### src/rtl/fpnorm_pkg.sv
package fpnorm_pkg;
  // outcome class of one normalize operation
  typedef enum logic [1:0] {
    CLS_NORMAL = 2'd0,  // ordinary normalized result
    CLS_ZERO   = 2'd1,  // zero mantissa or reserved exponent with zero mantissa
    CLS_RSV_NZ = 2'd2,  // reserved exponent, nonzero mantissa
    CLS_UNDER  = 2'd3   // adjusted exponent hit the reserved code
  } norm_cls_e;
endpackage

### src/rtl/norm_lsc.sv
// leading sign-copy counter: how many top bits of 'bits' equal 'sgn'
module norm_lsc #(
  parameter int W  = 31,
  localparam int CW = $clog2(W + 1)
) (
  input  logic [W-1:0]  bits,
  input  logic          sgn,
  output logic [CW-1:0] cnt
);
  logic [W-1:0] dif;

  for (genvar i = 0; i < W; i++) begin : g_dif
    assign dif[i] = bits[i] ^ sgn;
  end

  always_comb begin
    cnt = CW'(W);
    for (int i = 0; i < W; i++) begin
      if (dif[i]) cnt = CW'(W - 1 - i);
    end
  end
endmodule

### src/rtl/norm_core.sv
module norm_core
  import fpnorm_pkg::*;
#(
  parameter int EXP_W = 8,
  parameter int MAN_W = 32,
  localparam int OP_W = EXP_W + MAN_W
) (
  input  logic [OP_W-1:0] opnd,
  output logic [OP_W-1:0] res,
  output norm_cls_e       cls,
  output logic            neg
);
  localparam int FW = MAN_W - 1;
  localparam int CW = $clog2(FW + 1);
  localparam int SW = CW + 1;
  localparam int DW = EXP_W + SW + 1;
  localparam logic signed [DW-1:0] EMIN = DW'(-(2 ** (EXP_W - 1)));
  localparam logic [EXP_W-1:0] ZEXP = {1'b1, {(EXP_W-1){1'b0}}};

  logic [EXP_W-1:0]        e;
  logic [MAN_W-1:0]        m;
  logic                    s;
  logic [CW-1:0]           lz;
  logic [SW-1:0]           shamt;
  logic [FW-1:0]           frac_sh;
  logic signed [DW-1:0]    e_ext, n_ext, d;
  logic                    rsv, mzero, under;

  assign e = opnd[OP_W-1:MAN_W];
  assign m = opnd[MAN_W-1:0];
  assign s = m[MAN_W-1];

  norm_lsc #(.W(FW)) u_lsc (
    .bits (m[FW-1:0]),
    .sgn  (s),
    .cnt  (lz)
  );

  always_comb begin
    shamt   = SW'(lz) + SW'(1);
    frac_sh = m[FW-1:0] << shamt;
    e_ext   = {{(DW-EXP_W){e[EXP_W-1]}}, e};
    n_ext   = {{(DW-SW){1'b0}}, shamt};
    d       = e_ext - n_ext;
    rsv     = (e == ZEXP);
    mzero   = (m == '0);
    under   = (d <= EMIN);
  end

  always_comb begin
    res = {ZEXP, {MAN_W{1'b0}}};
    neg = 1'b0;
    if (rsv) begin
      cls = mzero ? CLS_ZERO : CLS_RSV_NZ;
    end else if (mzero) begin
      cls = CLS_ZERO;
    end else if (under) begin
      cls = CLS_UNDER;
    end else begin
      cls = CLS_NORMAL;
      res = {d[EXP_W-1:0], s, frac_sh};
      neg = s;
    end
  end
endmodule

### src/rtl/norm_flags.sv
module norm_flags
  import fpnorm_pkg::*;
(
  input  logic      clk,
  input  logic      rst,
  input  logic      upd,
  input  norm_cls_e cls,
  input  logic      neg,
  output logic      f_n,
  output logic      f_z,
  output logic      f_v,
  output logic      f_uf,
  output logic      f_luf
);
  logic nz_n, nz_z, nz_uf;

  always_comb begin
    nz_n  = 1'b0;
    nz_z  = 1'b0;
    nz_uf = 1'b0;
    unique case (cls)
      CLS_NORMAL: nz_n  = neg;
      CLS_ZERO:   nz_z  = 1'b1;
      CLS_RSV_NZ: nz_uf = 1'b1;
      CLS_UNDER: begin
        nz_z  = 1'b1;
        nz_uf = 1'b1;
      end
      default: ;
    endcase
  end

  always_ff @(posedge clk) begin
    if (rst) begin
      f_n   <= 1'b0;
      f_z   <= 1'b0;
      f_v   <= 1'b0;
      f_uf  <= 1'b0;
      f_luf <= 1'b0;
    end else if (upd) begin
      f_n   <= nz_n;
      f_z   <= nz_z;
      f_v   <= 1'b0;
      f_uf  <= nz_uf;
      f_luf <= f_luf | nz_uf;
    end
  end

  // flags hold when no update
  p_flags_hold_r9: assert property (@(posedge clk) disable iff (rst)
    !upd |=> $stable({f_n, f_z, f_v, f_uf, f_luf}));
  // sticky underflow never drops outside reset
  p_luf_sticky_r10: assert property (@(posedge clk) disable iff (rst)
    f_luf |=> f_luf);
  // an underflow update leaves LUF set
  p_luf_set_r10: assert property (@(posedge clk) disable iff (rst)
    (upd && (cls == CLS_UNDER || cls == CLS_RSV_NZ)) |=> f_luf);
  // negative and zero never together
  p_nz_excl_r8: assert property (@(posedge clk) disable iff (rst)
    !(f_n && f_z));
endmodule

### src/rtl/fpnorm_unit.sv
module fpnorm_unit
  import fpnorm_pkg::*;
#(
  parameter int EXP_W = 8,
  parameter int MAN_W = 32,
  localparam int OP_W = EXP_W + MAN_W
) (
  input  logic            clk,
  input  logic            rst,
  input  logic            in_vld,
  input  logic            in_flag_en,
  input  logic [OP_W-1:0] in_opnd,
  output logic            out_vld,
  output logic [OP_W-1:0] out_res,
  output logic            flg_n,
  output logic            flg_z,
  output logic            flg_v,
  output logic            flg_uf,
  output logic            flg_luf
);
  localparam logic [EXP_W-1:0] ZEXP = {1'b1, {(EXP_W-1){1'b0}}};

  logic [OP_W-1:0] c_res;
  norm_cls_e       c_cls;
  logic            c_neg;

  norm_core #(.EXP_W(EXP_W), .MAN_W(MAN_W)) u_core (
    .opnd (in_opnd),
    .res  (c_res),
    .cls  (c_cls),
    .neg  (c_neg)
  );

  always_ff @(posedge clk) begin
    if (rst) begin
      out_vld <= 1'b0;
      out_res <= '0;
    end else begin
      out_vld <= in_vld;
      if (in_vld) out_res <= c_res;
    end
  end

  norm_flags u_flags (
    .clk   (clk),
    .rst   (rst),
    .upd   (in_vld & in_flag_en),
    .cls   (c_cls),
    .neg   (c_neg),
    .f_n   (flg_n),
    .f_z   (flg_z),
    .f_v   (flg_v),
    .f_uf  (flg_uf),
    .f_luf (flg_luf)
  );

  // one-cycle result strobe
  p_vld_lat_r2: assert property (@(posedge clk) disable iff (rst)
    in_vld |=> out_vld);
  p_vld_idle_r2: assert property (@(posedge clk) disable iff (rst)
    !in_vld |=> (!out_vld && $stable(out_res)));
  // a result carrying the reserved exponent is the canonical zero
  p_zero_canon_r7: assert property (@(posedge clk) disable iff (rst)
    (out_vld && out_res[OP_W-1:MAN_W] == ZEXP) |-> (out_res[MAN_W-1:0] == '0));
endmodule

### config.mk
export PLATFORM = sky130hd
export DESIGN_NAME = fpnorm_unit
export DESIGN_NICKNAME = d
export VERILOG_FILES = /design/src/rtl/fpnorm_pkg.sv /design/src/rtl/norm_lsc.sv /design/src/rtl/norm_core.sv /design/src/rtl/norm_flags.sv /design/src/rtl/fpnorm_unit.sv
export SDC_FILE = /design/constraint.sdc
export NUM_CORES = 1
export LEC_CHECK = 0
export CORE_MARGIN = 2
export CORE_UTILIZATION = 54
export DETAILED_ROUTE_END_ITERATION = 7
export PLACE_DENSITY = 0.83
export SYNTH_ARGS = -nofsm -noshare
export SYNTH_HDL_FRONTEND = slang
export SYNTH_HIERARCHICAL = 1
export SYNTH_SLANG_ARGS = --single-unit
### constraint.sdc
create_clock -name clk -period 7.27 [get_ports clk]
set_clock_uncertainty 0.1 [all_clocks]
set_input_delay 0.727 -clock clk [delete_from_list [all_inputs] [get_ports clk]]
set_output_delay 0.727 -clock clk [all_outputs]
set_load 0.02 [all_outputs]
==> Yosys cells after proc, flatten, opt, wreduce, memory -nomap -nowiden <==
Index checks and enable logic that the tools add are counted.
{ "word_totals": {"output_inout_bits": 46, "register_bits": 45} }
{ "op_classes": {"n_shift": 1, "order_cmp": 1, "add_sub_neg": 2, "reduce_logical": 4, "n_mux": 44, "eq_ne": 4, "n_bitwise": 33} }
{ "op_table": {"columns": ["cell", "count"], "rows": [
  ["2-to-1 mux 5 bit", 30],
  ["2-to-1 mux 40 bit", 3],
  ["zero test 32 bit", 1],
  ["left shift 31 x 6 -> 31 bit", 1],
  ["XOR 1 bit", 31],
  ["less-or-equal comparator 15 x 8 -> 1 bit, second input constant", 1],
  ["subtractor 8 x 7 -> 9 bit", 1],
  ["== test 8 bit, second input constant", 1],
  ["2-to-1 mux 2 bit", 4],
  ["2-to-1 mux 1 bit", 7],
  ["adder 5 x 1 -> 6 bit, second input constant", 1],
  ["== test 2 bit, second input constant", 2],
  ["OR reduction 2 bit", 2],
  ["== test 2 x 1 -> 1 bit, second input constant", 1],
  ["zero test 2 bit", 1],
  ["AND 1 bit", 1],
  ["bitwise OR 1 bit", 1]
]} }

==> Longest topological paths before layout <==
Gate-level depths: netlist (run 1).
{ "depth": {"word_depth": 42, "depth_mapped": 22, "ltp_nobuf": 18} }

==> Modules after synthesis <==
The synthesis (run 1) kept the hierarchy.
{ "modules_own_cells": {"columns": ["mod", "cells_each", "area_per_inst_um2", "seq_area_each_um2", "n_inst"], "rows": [
  ["norm_core", 341, 2303.5, 0.0, 1],
  ["fpnorm_unit", 132, 1491.4, 820.8, 1],
  ["norm_lsc", 131, 758.2, 0.0, 1],
  ["norm_flags", 15, 150.1, 80.1, 1]
]} }

==> Worst setup path after synthesis (run 1) <==
Ideal clock, no wire load.
{ "synth_path": {"kind": "input port to flip-flop", "startpoint": "input in_opnd[29]", "endpoint": "register out_res[31]", "arrival_time_ps": 5169, "path_buffers": 5, "path_slack_ps": 1873, "path_stages": 22, "path_cell_list": "clkbuf_2 nor2b_1 o2bb2ai_1 o32a_1 o32ai_1 a31oi_1 ha_1 buf_2 buf_1 inv_1 ha_1 nor2b_1 o31ai_1 a21oi_1 o2111a_1 or4_4 o21ai_2 buf_4 nor3b_1 buf_4 mux2i_1 nor2_1"} }
{ "synth_via": {"elab_chain_cells": 9, "elab_cells_between_ends": 10, "cone_classes": "2 x add/sub; 1 x order compare; 5 x mux; 1 x bitwise; 1 x reduce/logical"} }
{ "synth_rtl": {"columns": ["element", "line_no", "source"], "rows": [
  ["start, declared", "fpnorm_unit.sv:12", "input logic [OP_W-1:0] in_opnd,"],
  ["XOR 1 bit", "norm_lsc.sv:13", "assign dif[i] = bits[i] ^ sgn;"],
  ["2-to-1 mux 5 bit (2 in series)", "norm_lsc.sv:19", "if (dif[i]) cnt = CW'(W - 1 - i);"],
  ["net u_core.lz[0]", "norm_core.sv:23", "logic [CW-1:0] lz;"],
  ["adder 5 x 1 -> 6 bit", "norm_core.sv:40", "shamt = SW'(lz) + SW'(1);"],
  ["subtractor 8 x 7 -> 9 bit", "norm_core.sv:44", "d = e_ext - n_ext;"],
  ["less-or-equal comparator 15 x 8 -> 1 bit", "norm_core.sv:47", "under = (d <= EMIN);"],
  ["2-to-1 mux 40 bit", "norm_core.sv:57", "end else if (under) begin"],
  ["2-to-1 mux 40 bit", "norm_core.sv:55", "end else if (mzero) begin"],
  ["2-to-1 mux 40 bit", "norm_core.sv:53", "if (rsv) begin"],
  ["net c_res[31]", "fpnorm_unit.sv:23", "logic [OP_W-1:0] c_res;"],
  ["end signal, assigned", "fpnorm_unit.sv:40", "if (in_vld) out_res <= c_res;"],
  ["end, declared", "fpnorm_unit.sv:14", "output logic [OP_W-1:0] out_res,"]
]} }
The timed path passes the listed nets, and every way through them passes these cells.
A chain may end at the register's enable or synchronous reset.

==> Worst setup path in the final report (run 1) <==
{ "layout_path": {"startpoint": "input in_opnd[31]", "endpoint": "register u_flags.f_n"} }
{ "layout_via": {"elab_chain_cells": 40, "elab_cells_between_ends": 75, "cone_classes": "2 x add/sub; 1 x order compare; 39 x mux; 31 x bitwise; 2 x reduce/logical"} }
{ "layout_rtl": {"columns": ["element", "line_no", "source"], "rows": [
  ["XOR 1 bit", "norm_lsc.sv:13", null],
  ["2-to-1 mux 1 bit", "norm_lsc.sv:19", null],
  ["2-to-1 mux 5 bit (29 in series)", "norm_lsc.sv:19", null],
  ["2-to-1 mux 5 bit *", "norm_lsc.sv:19", null],
  ["net u_core.lz[0]", "norm_core.sv:23", null],
  ["adder 5 x 1 -> 6 bit *", "norm_core.sv:40", null],
  ["subtractor 8 x 7 -> 9 bit *", "norm_core.sv:44", null],
  ["less-or-equal comparator 15 x 8 -> 1 bit *", "norm_core.sv:47", null],
  ["2-to-1 mux 2 bit *", "norm_core.sv:57", null],
  ["2-to-1 mux 2 bit *", "norm_core.sv:55", null],
  ["2-to-1 mux 2 bit *", "norm_core.sv:53", null],
  ["net c_cls[1]", "fpnorm_unit.sv:24", "norm_cls_e c_cls;"],
  ["zero test 2 bit *", "norm_flags.sv:21", "unique case (cls)"],
  ["2-to-1 mux 1 bit *", "norm_flags.sv:21", null],
  ["end signal, assigned", "norm_flags.sv:41", "f_n <= nz_n;"],
  ["end, declared", "norm_flags.sv:9", "output logic f_n,"]
]} }
Mark *: on every way through the listed nets, which the timed path passes. The rest lies on a longest branch.

==> results.txt, run 1 <==
sum of negative setup slack: 0 ns
reg-to-reg endpoint: out_res[26]
final hold violations: 0
total number of vias: 4,947
fraction of final layout cells sized beyond drive strength 1: 0.08759
most common cell after layout, fill and taps aside: nor2_1
drt initial violations: 461
startpoint class of the critical path: primary input
total die area: 9472 µm²
routed length per instance: 16.88 µm
pin count of the biggest net entering global routing: 46
FP Rows: 34
FMAX: 168.4 MHz
final std cells w/o fill: 793
number of cells produced by synthesis: 619
Detailed Routing Iterations Pass 1: 5
clock root buffer: clkbuf_8
worst reg2reg startpoint: out_res[26]
count of buffers from port buffering: 88
final hold slack: 0.3901 ns
worst hold path type: flip-flop to flip-flop
Synth cell types: 74
number of flip-flops and latches in the synthesized netlist: 45
kind of end point of the critical path: flip-flop
largest area contributor in the synthesized netlist: dfxtp_1
number of violations of the max-capacitance limit: 0
TritonCTS clock tree: yes
WHS Endpoint: u_flags/f_n
total routed wirelength: 13,380 µm
final-report max-slew violation count: 0
synthesized area divided by synthesized cell count: 7.598 µm²
setup slack of the worst register-to-register path: 6.50 ns
Initial Util: 0.5473
count of antenna-violating nets left after detailed routing: 0
die boundary width: 97.33 µm
sequential element share of the synthesized area: 0.1915
number of enable-type register cells in the synthesized netlist: 0
commonest non-fill, non-tap cells in the layout: nor2_1, clkdlybuf4s50_1, mux2i_1
result of the run: completed
relative area change from synthesis to final layout: 20.56%
critical path cell sequence: clkdlybuf4s50_1 > buf_4 > nor2_2 > o2bb2ai_1 > o32a_1 > o32ai_1 > a31oi_4 > buf_4 > ha_1 > buf_4 > fa_1 > maj3_1 > maj3_2 > xor2_1 > nand4b_1 > o21ai_2 > o21ba_2 > nand4bb_1 > a21oi_1
placeable core area: 8593 µm²
number of buffers created by CTS: 5
Finished Core Util: 0.6599
wire length of the first global-routing pass: 21,940 µm
Post CTS Setup Buffer Count: 0
worst path required time: 7.35 ns
vias in the first global route: 4,547
GPL Wtd Cong: 1.023
buffering stage count on the worst path with inverters included: 4
dominant cells by area after synthesis: dfxtp_1, mux2i_1, nor2_1
total routing resource utilization after global routing: 0.2734
residual DRC count: 0
post-CTS resize count: 0
Slew @ Worst Pin: 0.7834 ns
crit-path leading delay family: compound AO/OA/AOI/OAI gates
Syn. warnings: 6
endpoints failing setup: 0
worst setup margin: 1.330 ns
number of nets at the end of the flow: 734
maximum fanout along the worst path: 33
worst hold path cell count: 2
portion of synthesized cell area occupied by the leading cell type: 0.1915
Critical Path Most Common Cell: buf_4
portion of the clock cycle consumed by the worst path in the final layout: 0.8170
r2r worst-path depth: 2
Static Leakage: 2.185 nW
via density per instance: 6.238
share of synthesized flip-flops with an asynchronous set or reset: 0
shortest clock period the worst path allows after layout: 5.940 ns
start-to-end type of the worst setup path: primary input to flip-flop
worst endpoint data arrival time: 6.02 ns
clock insertion delay at the later pin of the skew report: 0.29 ns
Worst IR Drop VDD: 0.1355 mV
HPWL Detailed: 10,010 µm
area occupied by multi-input gates: 3505 µm²
Power Density: 167.4 nW/µm²
Max Root-Sink Buffers: 2
dominant register cell in the synthesized netlist: dfxtp_1
total nets after synthesis: 669
Min-Delay Startpoint: u_flags/f_n
residual overflow from global routing: 0
CTS Sinks: 45
number of top-level pins: 90
filler instances: 735
unrepaired setup endpoints after global routing: false
Post-Syn Area: 4703 µm²
hold bufs inserted after CTS: 0
diode count: 0
area occupied by registers: 900.9 µm²
worst slew margin relative to its limit: 0.4766
slowest CP cell: o21ai_2
longest individual stage delay on the worst path: 0.62 ns
CTS H-tree depth: 2
die height: 97.33 µm
pre-CTS setup slack: 1.105 ns
cell total after placement: 785
antenna violations before repair: 0
Clock Pin Slew Worst Setup and Hold Paths: 0.09 ns
area by class of cell:
| cell class | count | share of cell area |
|---|---|---|
| Multi-Input combinational cell | 518 | 0.6180 |
| Timing Repair Buffer | 99 | 0.1690 |
| Sequential cell | 45 | 0.1589 |
| Tap cell | 108 | 0.02383 |
| Clock buffer | 5 | 0.01214 |
| Inverter | 15 | 0.009929 |
| Clock inverter | 3 | 0.008164 |
cells by family after synthesis:
group / synth area share
and+or+nand+nor: 0.2722
AOI/OAI and AO/OA: 0.2003
muxes: 0.2213
buffers and inverters: 0.06810
DFF: 0.1915
xor gates and xnor gates: 0.02368
adders and majority gates: 0.02208
other: 0.0007973
registers in the layout, summed over array words and instances, names as in the netlist:
signal,count
out_vld,1
out_res,40
u_flags/f_n,1
u_flags/f_luf,1
u_flags/f_uf,1
u_flags/f_z,1
worst max-delay path by stage:
stage                     slack [ns]         from  cells after the start     endpoint
after floorplan                 1.87  in_opnd[29]                     22  out_res[31]
after global placement          1.24  in_opnd[31]                     19  u_flags/f_n
after detailed placement        1.10  in_opnd[31]                     19  u_flags/f_n
after CTS                       1.41  in_opnd[31]                     19  u_flags/f_n
after global routing            1.04  in_opnd[31]                     19  out_res[26]
final                           1.33  in_opnd[31]                     19  u_flags/f_n
cell usage after synthesis (all sizes together) (5+ instances only):
cell	number
a211oi	14
a21oi	29
a22oi	7
a31oi	5
a32oi	7
and3	7
buf	21
clkbuf	20
dfxtp	45
ha	5
inv	15
mux2	10
mux2i	68
mux4	11
nand2	56
nand2b	6
nand3	22
nor2	100
nor2b	17
nor3	12
nor4	16
o21ai	36
o22ai	8
or3	7
xnor2	7
layer usage:
layer  track usage  vias to the layer above  wire length (µm)
li1              -                     2409                 -
met1        0.3645                     2343              5816
met2        0.4877                      183              6654
met3       0.03381                       12               809
met4       0.03632                        0               102
met5             0                        -                 0
worst min-delay path: cells and delay by family, from the launching register on:
| kind | cells | cell delay [ns] |
|---|---|---|
| flops | 1 | 0.33 |
| compound gates | 1 | 0.06 |
| simple gates | 1 | 0.07 |
where the power goes:
part           leakage [nW]  switching (mW)  internal [mW]
sequential            0.370          0.0136          0.271
combinational          1.76           0.263          0.209
clock                0.0543          0.0897          0.103
through the flow:
step,power [mW],area (µm²)
after global routing,1.001,5670
after CTS,0.9462,5670
final,0.9490,5670
after detailed placement,0.7529,5555
after floorplan,0.6008,4703
after global placement,0.7426,5555
Power figures use the tool's default switching activity.
==> run 2: changes to the inputs <==
--- a/config.mk
+++ b/config.mk
@@ -6,9 +6,9 @@
 export NUM_CORES = 1
 export LEC_CHECK = 0
 export CORE_MARGIN = 2
-export CORE_UTILIZATION = 54
+export CORE_UTILIZATION = 49
 export DETAILED_ROUTE_END_ITERATION = 7
-export PLACE_DENSITY = 0.83
+export PLACE_DENSITY = 0.79
 export SYNTH_ARGS = -nofsm -noshare
 export SYNTH_HDL_FRONTEND = slang
 export SYNTH_HIERARCHICAL = 1
==> constraint.sdc (replaced) <==
create_clock -name clk -period 5 [get_ports clk]
set_clock_uncertainty 0.1 [all_clocks]
set_input_delay 0.5 -clock clk [delete_from_list [all_inputs] [get_ports clk]]
set_output_delay 0.5 -clock clk [all_outputs]
set_load 0.02 [all_outputs]
==> results.txt, run 2 (synthesis gave the netlist of run 1 again) <==
result of the run: completed (unchanged)
residual DRC count: 0 (unchanged)
routed length per instance: 15.88 µm (was 16.88 µm)
internal cell power: 0.8590 mW (was 0.5830 mW)
number of violations of the max-capacitance limit: 0 (unchanged)
via density per instance: 5.897 (was 6.238)
part of the power in registers: 0.296 (was 0.300)
number of flip-flops in the largest register: 40 (unchanged)
clock insertion delay at the later pin of the skew report: 0.29 ns (about the same)
filler instances: 801 (was 735)
Worst IR Drop VDD: 0.1785 mV (was 0.1355 mV)
endpoints failing setup: 0 (unchanged)
TritonCTS clock tree: yes (unchanged)
Max Root-Sink Buffers: 2 (unchanged)
pin count of the biggest net entering global routing: 46 (unchanged)
die boundary width: 102.0 µm (was 97.33 µm)
drt initial violations: 432 (was 461)
kind of end point of the critical path: flip-flop (unchanged)
final hold violations: 0 (unchanged)
final-report max-slew violation count: 0 (unchanged)
die height: 102.0 µm (was 97.33 µm)
unrepaired setup endpoints after global routing: false (unchanged)
number of top-level pins: 90 (unchanged)
number of buffers created by CTS: 5 (unchanged)
pre-CTS setup slack: -0.2218 ns (was 1.105 ns)
shortest clock period the worst path allows after layout: 4.781 ns
sum of negative setup slack: 0 ns (unchanged)
hold bufs inserted after CTS: 0 (unchanged)
area occupied by registers: 900.9 µm² (unchanged)
Min-Delay Startpoint: u_flags/f_n (unchanged)
GPL Wtd Cong: 0.9650 (was 1.023)
startpoint class of the critical path: primary input (unchanged)
CTS H-tree depth: 2 (unchanged)
first element of the critical path: in_opnd[12] (was in_opnd[31])
relative contribution of combinational cells to total power: 0.547 (was 0.497)
FMAX: 209.2 MHz
worst hold path type: flip-flop to flip-flop (unchanged)
worst reg2reg startpoint: out_res[27] (was out_res[26])
diode count: 0 (unchanged)
Clock Pin Slew Worst Setup and Hold Paths: 0.09 ns (about the same)
worst setup margin: 0.2188 ns (was 1.330 ns)
wire length of the first global-routing pass: 23,420 µm (was 21,940 µm)
count of buffers from port buffering: 88 (unchanged)
total design power: 1.400 mW (was 0.9490 mW)
Power Density: 219.9 nW/µm² (was 167.4 nW/µm²)
start-to-end type of the worst setup path: primary input to flip-flop (unchanged)
antenna violations before repair: 0 (unchanged)
portion of the clock cycle consumed by the worst path in the final layout: 0.9562
final hold slack: 0.4001 ns (was 0.3901 ns)
reg-to-reg endpoint: out_res[27] (was out_res[26])
worst slew margin relative to its limit: 0.2303 (was 0.4766)
HPWL Detailed: 11,220 µm (was 10,010 µm)
Initial Util: 0.5066 (was 0.5473)
total die area: 10,400 µm² (was 9472 µm²)
worst path required time: 5.06 ns (was 7.35 ns)
Clock power frac: 0.157 (was 0.203)
number of nets at the end of the flow: 815 (was 734)
Static Leakage: 2.603 nW (was 2.185 nW)
Detailed Routing Iterations Pass 1: 6 (was 5)
CTS Sinks: 45 (unchanged)
residual overflow from global routing: 0 (unchanged)
total net switching power: 0.5405 mW (was 0.3661 mW)
FP Rows: 35 (was 34)
worst endpoint data arrival time: 4.84 ns (was 6.02 ns)
count of antenna-violating nets left after detailed routing: 0 (unchanged)
fraction of final layout cells sized beyond drive strength 1: 0.1945 (was 0.08759)
total number of vias: 5,278 (was 4,947)
total routing resource utilization after global routing: 0.2763 (was 0.2734)
commonest non-fill, non-tap cells in the layout: nor2_1, buf_4, clkdlybuf4s50_1 (was nor2_1, clkdlybuf4s50_1, mux2i_1)
Slew @ Worst Pin: 1.155 ns (was 0.7834 ns)
WHS Endpoint: u_flags/f_n (unchanged)
worst hold path cell count: 2 (unchanged)
relative area change from synthesis to final layout: 35.33% (was 20.56%)
fraction of power spent switching nets: 0.3862 (was 0.3857)
setup slack of the worst register-to-register path: 4.25 ns (was 6.50 ns)
r2r worst-path depth: 2 (unchanged)
total routed wirelength: 14,210 µm (was 13,380 µm)
maximum fanout along the worst path: 17 (was 33)
top register by number of flip-flops: out_res (unchanged)
area occupied by multi-input gates: 3563 µm² (was 3505 µm²)
vias in the first global route: 5,004 (was 4,547)
most common cell after layout, fill and taps aside: nor2_1 (unchanged)
clock root buffer: clkbuf_8 (unchanged)
placeable core area: 9284 µm² (was 8593 µm²)
[run 2: repair_timing]
item,4_1_cts,5_1_grt
setup buffers,0,0
setup endpoints to repair,0,37
gates resized for setup,0,14
[run 2: per-layer routing]
layer,wire length [µm],share of wire,vias up,track usage
met5,0,0,-,0
met4,193,0.014,0,0.06051
met3,730,0.051,21,0.03215
met2,7190,0.51,174,0.4990
met1,6098,0.43,2500,0.3538
li1,-,-,2583,-
[run 2: per-stage QoR]
stage	area, µm²	util	std cells
2_1_floorplan	4705	-	619
3_3_place_gp	6215	0.6694	887
3_5_place_dp	6215	0.6694	887
4_1_cts	6297	0.6783	895
5_1_grt	6365	0.6856	895
6_report	6365	0.6856	895
[run 2: power by group through the flow]
stage	Sequential, mW	Clock (mW)	Combinational [mW]
6_report	0.414	0.220	0.766
5_1_grt	0.418	0.239	0.833
4_1_cts	0.415	0.223	0.752
3_5_place_dp	0.423	0	0.748
3_3_place_gp	0.420	0	0.734
2_1_floorplan	0.463	0	0.411
[run 2: worst max path at each step]
| stage | to | slack, ns | depth (start not counted) |
|---|---|---|---|
| floorplan | out_res[31] | 0.01 | 22 |
| global placement | out_res[0] | -0.12 | 19 |
| detailed placement | out_res[0] | -0.22 | 20 |
| CTS | out_res[12] | 0.08 | 20 |
| global route | out_res[27] | 0.06 | 18 |
| finish | out_res[27] | 0.22 | 18 |
[run 2: final cells by class]
class | instances | share of cell area
inverter | 15 | 0.008846
tap | 129 | 0.02536
timing repair buffer | 180 | 0.2514
clock buffer | 6 | 0.01140
sequential | 45 | 0.1415
multi-input combinational | 518 | 0.5599
clock inverter | 2 | 0.001573
[run 2: worst max-delay path, stage by stage]
cell	delay (ns)
clkdlybuf4s50_1	0.50
buf_4	0.19
or3_1	0.30
o21ai_0	0.16
nand4b_1	0.27
a31oi_4	0.27
ha_1	0.28
buf_4	0.15
fa_1	0.41
maj3_1	0.37
maj3_2	0.36
xor2_2	0.17
nand4b_1	0.18
o21ai_2	0.30
buf_12	0.18
nor2_1	0.05
mux2i_1	0.14
nor2_1	0.06
